## config.mk

```make
export PLATFORM = sky130hd
export DESIGN_NAME = pt_hash_unit
export DESIGN_NICKNAME = d
export VERILOG_FILES = /design/src/rtl/pt_hash_pkg.sv /design/src/rtl/pth_fwd.sv /design/src/rtl/pth_addr.sv /design/src/rtl/pth_rev.sv /design/src/rtl/pt_hash_unit.sv
export SDC_FILE = /design/constraint.sdc
export NUM_CORES = 1
export LEC_CHECK = 0
export BUFFER_PORTS_ARGS = -buffer_cell sky130_fd_sc_hd__buf_2
export CAP_MARGIN = 20
export CORE_ASPECT_RATIO = 1.5
export CORE_MARGIN = 3
export CORE_UTILIZATION = 52
export DETAILED_ROUTE_END_ITERATION = 12
export PLACE_DENSITY = 0.82
export SLEW_MARGIN = 20
export SYNTH_ARGS = -nofsm -noshare
export SYNTH_HDL_FRONTEND = slang
export SYNTH_SLANG_ARGS = --single-unit
```

## constraint.sdc

```tcl
create_clock -name clk -period 3.2 [get_ports clk]
set_input_delay 0.64 -clock clk [delete_from_list [all_inputs] [get_ports clk]]
set_output_delay 0.64 -clock clk [all_outputs]
set_load 0.01 [all_outputs]
```

## src/rtl/pt_hash_pkg.sv

```systemverilog
package pt_hash_pkg;

  localparam int PG_MIN   = 12;
  localparam int PG_MAX   = 28;
  localparam int TSZ_MIN  = 15;
  localparam int ENT_LOG2 = 5;

  typedef struct packed {
    logic       err;
    logic [5:0] val;
  } clamp_t;

  function automatic clamp_t clamp6(input logic [5:0] v,
                                    input logic [5:0] lo,
                                    input logic [5:0] hi);
    clamp_t r;
    r.err = 1'b0;
    r.val = v;
    if (v < lo) begin
      r.val = lo;
      r.err = 1'b1;
    end else if (v > hi) begin
      r.val = hi;
      r.err = 1'b1;
    end
    return r;
  endfunction

endpackage

```

## src/rtl/pth_fwd.sv

```systemverilog
module pth_fwd #(
  parameter int VA_W  = 48,
  parameter int RID_W = 18
) (
  input  logic [VA_W-1:0]                           vaddr,
  input  logic [RID_W-1:0]                          rid,
  input  logic [5:0]                                pg,
  output logic [RID_W-1:0]                          idx,
  output logic [1+RID_W+(VA_W-pt_hash_pkg::PG_MIN-RID_W)-1:0] tag
);
  localparam int VPN_W = VA_W - pt_hash_pkg::PG_MIN;
  localparam int HI_W  = VPN_W - RID_W;

  logic [VPN_W-1:0] vpn;
  logic [HI_W-1:0]  hi;
  logic [RID_W-1:0] mix;

  always_comb begin
    vpn = VPN_W'(vaddr >> pg);
    hi  = vpn[VPN_W-1:RID_W];
    idx = vpn[RID_W-1:0] ^ rid;
  end

  for (genvar i = 0; i < RID_W; i++) begin : g_mix
    assign mix[i] = rid[i] ^ hi[i];
  end

  assign tag = {1'b0, mix, hi};

endmodule

```

## src/rtl/pth_addr.sv

```systemverilog
module pth_addr #(
  parameter int VA_W  = 48,
  parameter int RID_W = 18
) (
  input  logic [VA_W-1:0]  base,
  input  logic [5:0]       tsz,
  input  logic [RID_W-1:0] idx,
  output logic [VA_W-1:0]  addr
);
  logic [VA_W-1:0] tmask;
  logic [VA_W-1:0] off;

  always_comb begin
    tmask = (VA_W'(1) << tsz) - VA_W'(1);
    off   = VA_W'(idx) << pt_hash_pkg::ENT_LOG2;
    addr  = (base & ~tmask) | (off & tmask);
  end

endmodule

```

## src/rtl/pth_rev.sv

```systemverilog
module pth_rev #(
  parameter int VA_W  = 48,
  parameter int RID_W = 18
) (
  input  logic [RID_W-1:0]                    idx,
  input  logic [VA_W-pt_hash_pkg::PG_MIN-1:0] tag_body,
  input  logic [5:0]                          pg,
  output logic [RID_W-1:0]                    rid,
  output logic [VA_W-pt_hash_pkg::PG_MIN-1:0] vpn,
  output logic [VA_W-1:0]                     vbase
);
  localparam int VPN_W = VA_W - pt_hash_pkg::PG_MIN;
  localparam int HI_W  = VPN_W - RID_W;

  logic [HI_W-1:0]  hi;
  logic [RID_W-1:0] mix;

  always_comb begin
    hi    = tag_body[HI_W-1:0];
    mix   = tag_body[VPN_W-1:HI_W];
    rid   = mix ^ hi[RID_W-1:0];
    vpn   = {hi, idx ^ rid};
    vbase = VA_W'(vpn) << pg;
  end

endmodule

```

## src/rtl/pt_hash_unit.sv

```systemverilog
module pt_hash_unit #(
  parameter int VA_W  = 48,
  parameter int RID_W = 18
) (
  input  logic                                   clk,
  input  logic                                   rst,
  input  logic                                   fw_valid,
  input  logic [VA_W-1:0]                        fw_vaddr,
  input  logic [RID_W-1:0]                       fw_rid,
  input  logic [5:0]                             fw_pg_log2,
  input  logic [VA_W-1:0]                        tbl_base,
  input  logic [5:0]                             tbl_size_log2,
  input  logic                                   rv_valid_in,
  input  logic [RID_W-1:0]                       rv_index,
  input  logic [VA_W-pt_hash_pkg::PG_MIN:0]      rv_tag,
  input  logic [5:0]                             rv_pg_log2,
  output logic                                   fw_done,
  output logic [VA_W-1:0]                        fw_entry_addr,
  output logic [RID_W-1:0]                       fw_hash_idx,
  output logic [VA_W-pt_hash_pkg::PG_MIN:0]      fw_tag,
  output logic                                   fw_size_err,
  output logic                                   fw_pg_err,
  output logic                                   rv_done,
  output logic [RID_W-1:0]                       rv_rid,
  output logic [VA_W-pt_hash_pkg::PG_MIN-1:0]    rv_vpn,
  output logic [VA_W-1:0]                        rv_vbase,
  output logic                                   rv_ti_err
);
  import pt_hash_pkg::*;

  localparam int VPN_W   = VA_W - PG_MIN;
  localparam int TAG_W   = VPN_W + 1;
  localparam int TSZ_MAX = RID_W + ENT_LOG2;

  clamp_t pg_c, ts_c, rpg_c;

  always_comb begin
    pg_c  = clamp6(fw_pg_log2,    6'(PG_MIN),  6'(PG_MAX));
    ts_c  = clamp6(tbl_size_log2, 6'(TSZ_MIN), 6'(TSZ_MAX));
    rpg_c = clamp6(rv_pg_log2,    6'(PG_MIN),  6'(PG_MAX));
  end

  logic [RID_W-1:0] idx_n;
  logic [TAG_W-1:0] tag_n;
  logic [VA_W-1:0]  addr_n;
  logic [RID_W-1:0] rrid_n;
  logic [VPN_W-1:0] rvpn_n;
  logic [VA_W-1:0]  rvb_n;

  pth_fwd #(.VA_W(VA_W), .RID_W(RID_W)) u_fwd (
    .vaddr (fw_vaddr),
    .rid   (fw_rid),
    .pg    (pg_c.val),
    .idx   (idx_n),
    .tag   (tag_n)
  );

  pth_addr #(.VA_W(VA_W), .RID_W(RID_W)) u_addr (
    .base  (tbl_base),
    .tsz   (ts_c.val),
    .idx   (idx_n),
    .addr  (addr_n)
  );

  pth_rev #(.VA_W(VA_W), .RID_W(RID_W)) u_rev (
    .idx      (rv_index),
    .tag_body (rv_tag[TAG_W-2:0]),
    .pg       (rpg_c.val),
    .rid      (rrid_n),
    .vpn      (rvpn_n),
    .vbase    (rvb_n)
  );

  always_ff @(posedge clk) begin
    if (rst) begin
      fw_done       <= 1'b0;
      fw_entry_addr <= '0;
      fw_hash_idx   <= '0;
      fw_tag        <= '0;
      fw_size_err   <= 1'b0;
      fw_pg_err     <= 1'b0;
    end else begin
      fw_done <= fw_valid;
      if (fw_valid) begin
        fw_entry_addr <= addr_n;
        fw_hash_idx   <= idx_n;
        fw_tag        <= tag_n;
        fw_size_err   <= ts_c.err;
        fw_pg_err     <= pg_c.err;
      end
    end
  end

  always_ff @(posedge clk) begin
    if (rst) begin
      rv_done   <= 1'b0;
      rv_rid    <= '0;
      rv_vpn    <= '0;
      rv_vbase  <= '0;
      rv_ti_err <= 1'b0;
    end else begin
      rv_done <= rv_valid_in;
      if (rv_valid_in) begin
        rv_rid    <= rrid_n;
        rv_vpn    <= rvpn_n;
        rv_vbase  <= rvb_n;
        rv_ti_err <= rv_tag[TAG_W-1];
      end
    end
  end

endmodule

```

# Yosys cells after proc, flatten, opt, wreduce, memory -nomap -nowiden
# Cells that the tools add are included.
# word_totals
ff_bits	209
output_inout_bits	210
wordCells	52
# op_classes
addsub	1
magnitude_cmp	6
shift	3
n_mux	6
bitwise	25
# ops
operator	n
$xor 18x18->18	3
$and 23x48->48	1
$and 48x48->48	1
$not 48->48	1
$or 48x48->48	1
$shl 1x6->48 const A	1
$shl 36x6->48	1
$shr 48x6->36	1
$sub 48x2->48 const B	1
$mux 7	4
$gt 6x5->1 const B	3
$lt 6x4->1 const B	3
$xor 1x1->1	18
$mux 6	2

# Logic depth before layout (Yosys ltp)
# logic_depth
depth_word	8
depth_mapped	11
mapped_depth_nobuf	9

# By module
# Synthesis repeated with hierarchy kept, for this count alone.
# hier_totals
hier_cells	1782
hier_area_um2	15865.2
# modules_own_cells
mod	n_inst	cells_per_inst	area_per_inst_um2
pt_hash_unit	1	703	7591.0
pth_fwd	1	439	3722.3
pth_rev	1	422	3205.6
pth_addr	1	218	1346.3

# Worst setup path before layout
# No wires, ideal clock.
# synth_timing
path_kind	input to register
from	input fw_pg_log2[4]
to	register fw_entry_addr[7]
setup_time_ns	0.129
arrival_ns	2.599
required_ns	3.071
slack_ns	0.472
stages	9
path_cell_list	buf_4 -> nand3b_4 -> a21oi_4 -> mux2_2 -> or3_1 -> a22o_1 -> o31ai_1 -> xor2_1 -> o21ai_0
# synth_via
elab_chain_len	7
elab_cells_between_ends	8
classes_between	order compare (2); shift (1); mux (2); bitwise (3)
# synth_lines
item	line_no	rtl
start, declared	pt_hash_unit.sv:10	input logic [5:0] fw_pg_log2,
$gt 6x5->1	pt_hash_pkg.sv:22	end else if (v > hi) begin
$mux 7	pt_hash_pkg.sv:22	
$mux 7 (*)	pt_hash_pkg.sv:19	if (v < lo) begin
$shr 48x6->36 (*)	pth_fwd.sv:19	vpn = VPN_W'(vaddr >> pg);
$xor 18x18->18 (*)	pth_fwd.sv:21	idx = vpn[RID_W-1:0] ^ rid;
$and 23x48->48 (*)	pth_addr.sv:16	addr = (base & ~tmask) | (off & tmask);
$or 48x48->48 (*)	pth_addr.sv:16	
end signal, assigned	pt_hash_unit.sv:85	fw_entry_addr <= addr_n;
end, declared	pt_hash_unit.sv:18	output logic [VA_W-1:0] fw_entry_addr,
# Every way passes the cells marked *; elsewhere a longest branch is shown, timed or not.
# A chain may end at the register's enable or synchronous reset.

# Worst setup path in the final report
# Ends and elaborated chain as after synthesis.

==> metrics <==
outcome finished, final reports clean; Starting DRT DRC Count 1413; CTS Buf Count 21; Yosys reg bits 209; critical path required time 3.59 ns; Cell Rows 68; Final Non-Filler Cells 2294; height of the die 196 um; GR Layer Usage met2 72.9%; P_leak 7.77 nW; most instantiated library cell after synthesis nor2_1; crit end category flop; Tcrit/Tclk final 89.8%; vias in the first global route 14100; vias per std cell 6.26; fin crit period 2.87 ns; Min-Delay Path Depth 3; Register-to-Register Path Depth 2; Max Cap Viol 0; gpl congestion 1.03; router iterations before antenna repair 6; Pint 0.00519 W; Max Slew Vio Count 0; Top Ports 401; ys flop type dfxtp_1; met3 Track Usage GR 5.23%; initial antenna violation count 2; # fillers 1897; Setup Buffers After CTS 0; worst-case clock buffer depth 3; switching power 0.00252 W; DRC violations left 0; Die X 133 um; switching part of the total between 30 and 40%; register area share after synthesis between 30 and 40%; CTS tree done; GRT busiest layer met2; worst setup path class in2reg; critical path arrival 3.26 ns; fmax 348 MHz; # clock sinks 209; total global-route track usage about two fifths; first-pass GRT wire length 83100 um; final number of setup-violating endpoints 0; Seq pwr share 37.7%; layout cells sized above 1 31.2%; HPWL after detailed placement 43300 um; Ys Warns 0; met1 Track Usage GR around 43%; remaining global-route overflow 0; min-delay worst type in2reg; R2R Setup Slk 2.31 ns; Vias 14400; core area 23400 sq um; cell taking the most area after synthesis dfxtp_1; Worst R2R End fw_tag[19]; Synth area leaders dfxtp_1 (33%), mux2i_1 (11%), nor2_1 (6.6%); Post-synth EDFFs 0; detailed-route wire length 55500 um; logic gate share of total power 28.9%; pwr dens 476 nW/um^2; area share of the largest cell type after synthesis between 30% and 40%; crit path from fw_pg_log2[4]; mapped cell area 12500 sq um; H-tree Lvls 1; WHS 0.367 ns; Fin Setup TNS 0 ns; Unique masters post-synth 78; Reg area around 4200 sq um; Slew HR 34.2%; Least-Margin Pin Slew 0.985 ns; Root Buffer Master clkbuf_16; asr flop ratio synth 0%; mean post-synth cell area a little over 8 sq um; largest net degree at the start of global routing 53; Peak VDD IR 560 uV; Reg clk slew, reported paths roughly 0.070 ns; clock share of power 33.4%; Setup crit end fw_entry_addr[7]; post-CTS sizing 0; crit path max fanout 15; Commonest cells post-synth nor2_1 (220), dfxtp_1 (209), nand2_1 (160); R2R Path Start fw_tag[19]; antenna-violating nets left 0; Port Buffers 380; area of the die 26000 sq um; final net count 2156; Area growth syn-to-layout 29.2%; DR WL/cell 24.2 um; Multi-input gate area 7730 sq um; critical path launch point type input pin; Post-CTS Hold Fix Bufs 0; Syn Inst Count around 1500; Worst-Skew Late Latency 0.50 ns; clk_skew 0 ns; Starting Density 53.5%; RSZ-0062 raised after global routing no; Fin. Hold Viols 0; placed cell count ~2300
## cell families (layout without fill, tap and decap cells)
group,count (synthesis),in the layout,synth area share (%)
other cells,2,5,0.0599
flops,209,209,33.4
xor+xnor,67,67,4.68
compound gates,418,418,23.9
fa+ha+maj,1,1,0.0999
simple gates,529,529,18.5
mux,167,167,14.3
buf+inv,140,583,5.00
## layout make-up
class | count | share of cell area [%]
Antenna cell | 2 | 0.0309
Clock buffer | 27 | 3.51
Clock inverter | 9 | 0.827
Inverter | 21 | 0.487
Multi-Input combinational cell | 1185 | 47.8
Sequential cell | 209 | 25.8
Tap cell | 315 | 2.43
Timing Repair Buffer | 526 | 19.1
## metal layers
metal  wire length (um)  share of wire (%)  up-vias
met5                  0                  0        -
met4               5180                9.3        0
met3               3870                7.0      261
met2              27800                 50      879
met1              18600                 34     6765
li1                   -                  -     6461
## registers in the layout (all words and copies together) (netlist names)
name           count
fw_done            1
fw_entry_addr     48
fw_hash_idx       18
fw_pg_err          1
fw_size_err        1
fw_tag            36
rv_done            1
rv_rid            18
rv_ti_err          1
rv_vbase          48
rv_vpn            36
## critical path, cell delays in order
cell     delay, ns
buf_2         0.13
a21bo_4       0.24
a21oi_4       0.08
buf_4         0.20
buf_12        0.16
a31oi_1       0.33
nand2_1       0.25
a22o_1        0.29
o31ai_1       0.28
xor2_1        0.38
buf_4         0.20
o21ai_0       0.07
## power groups by stage
stage / clock (W) / sequential, W / combinational, W
final: 0.00258 / 0.00290 / 0.00223
after global routing: 0.00268 / 0.00292 / 0.00236
after CTS: 0.00258 / 0.00290 / 0.00218
after detailed placement: 0 / 0.00295 / 0.00216
after global placement: 0 / 0.00295 / 0.00214
after floorplan: 0 / 0.00302 / 0.00107
## worst min-delay path by stage
stage,from,to,slack (ns)
5_1_grt,tbl_base[44],fw_entry_addr[44],0.38
6_report,tbl_base[46],fw_entry_addr[46],0.37
4_1_cts,tbl_base[46],fw_entry_addr[46],0.36
2_1_floorplan,rv_vbase[13],rv_vbase[13],0.46
3_5_place_dp,fw_tag[30],fw_tag[30],0.44
3_3_place_gp,rv_vbase[13],rv_vbase[13],0.43
## layout by cell type, fill, tap and decap left out, drive strengths merged, types with 7 or more instances in the layout
cell,count
buf,526
nor2,220
dfxtp,209
nand2,161
mux2i,140
o21ai,80
a21oi,66
xnor2,47
a211oi,39
nand3,37
clkbuf,27
inv,22
and2,20
xor2,20
mux2,20
nor3,20
o22ai,19
a31oi,19
a22oi,19
and3,18
o211ai,15
a2bb2oi,15
a32oi,14
a2111oi,12
o221ai,12
a21o,11
o22a,10
or3,10
or2,9
nand4,9
a221oi,9
a211o,8
o211a,8
a221o,8
a22o,8
o31ai,7
mux4,7
## stage by stage
stage	utilization (%)	power, W	cell area, sq um	setup WS, ns
final	69.2	0.00771	16200	0.327
after global routing	69.2	0.00796	16200	0.257
after CTS	69.2	0.00766	16200	0.433
after detailed placement	66.2	0.00512	15500	-0.0849
after global placement	66.2	0.00508	15500	-0.0811
after floorplan	-	0.00409	12500	0.472
(Power assumes the default switching activity.)
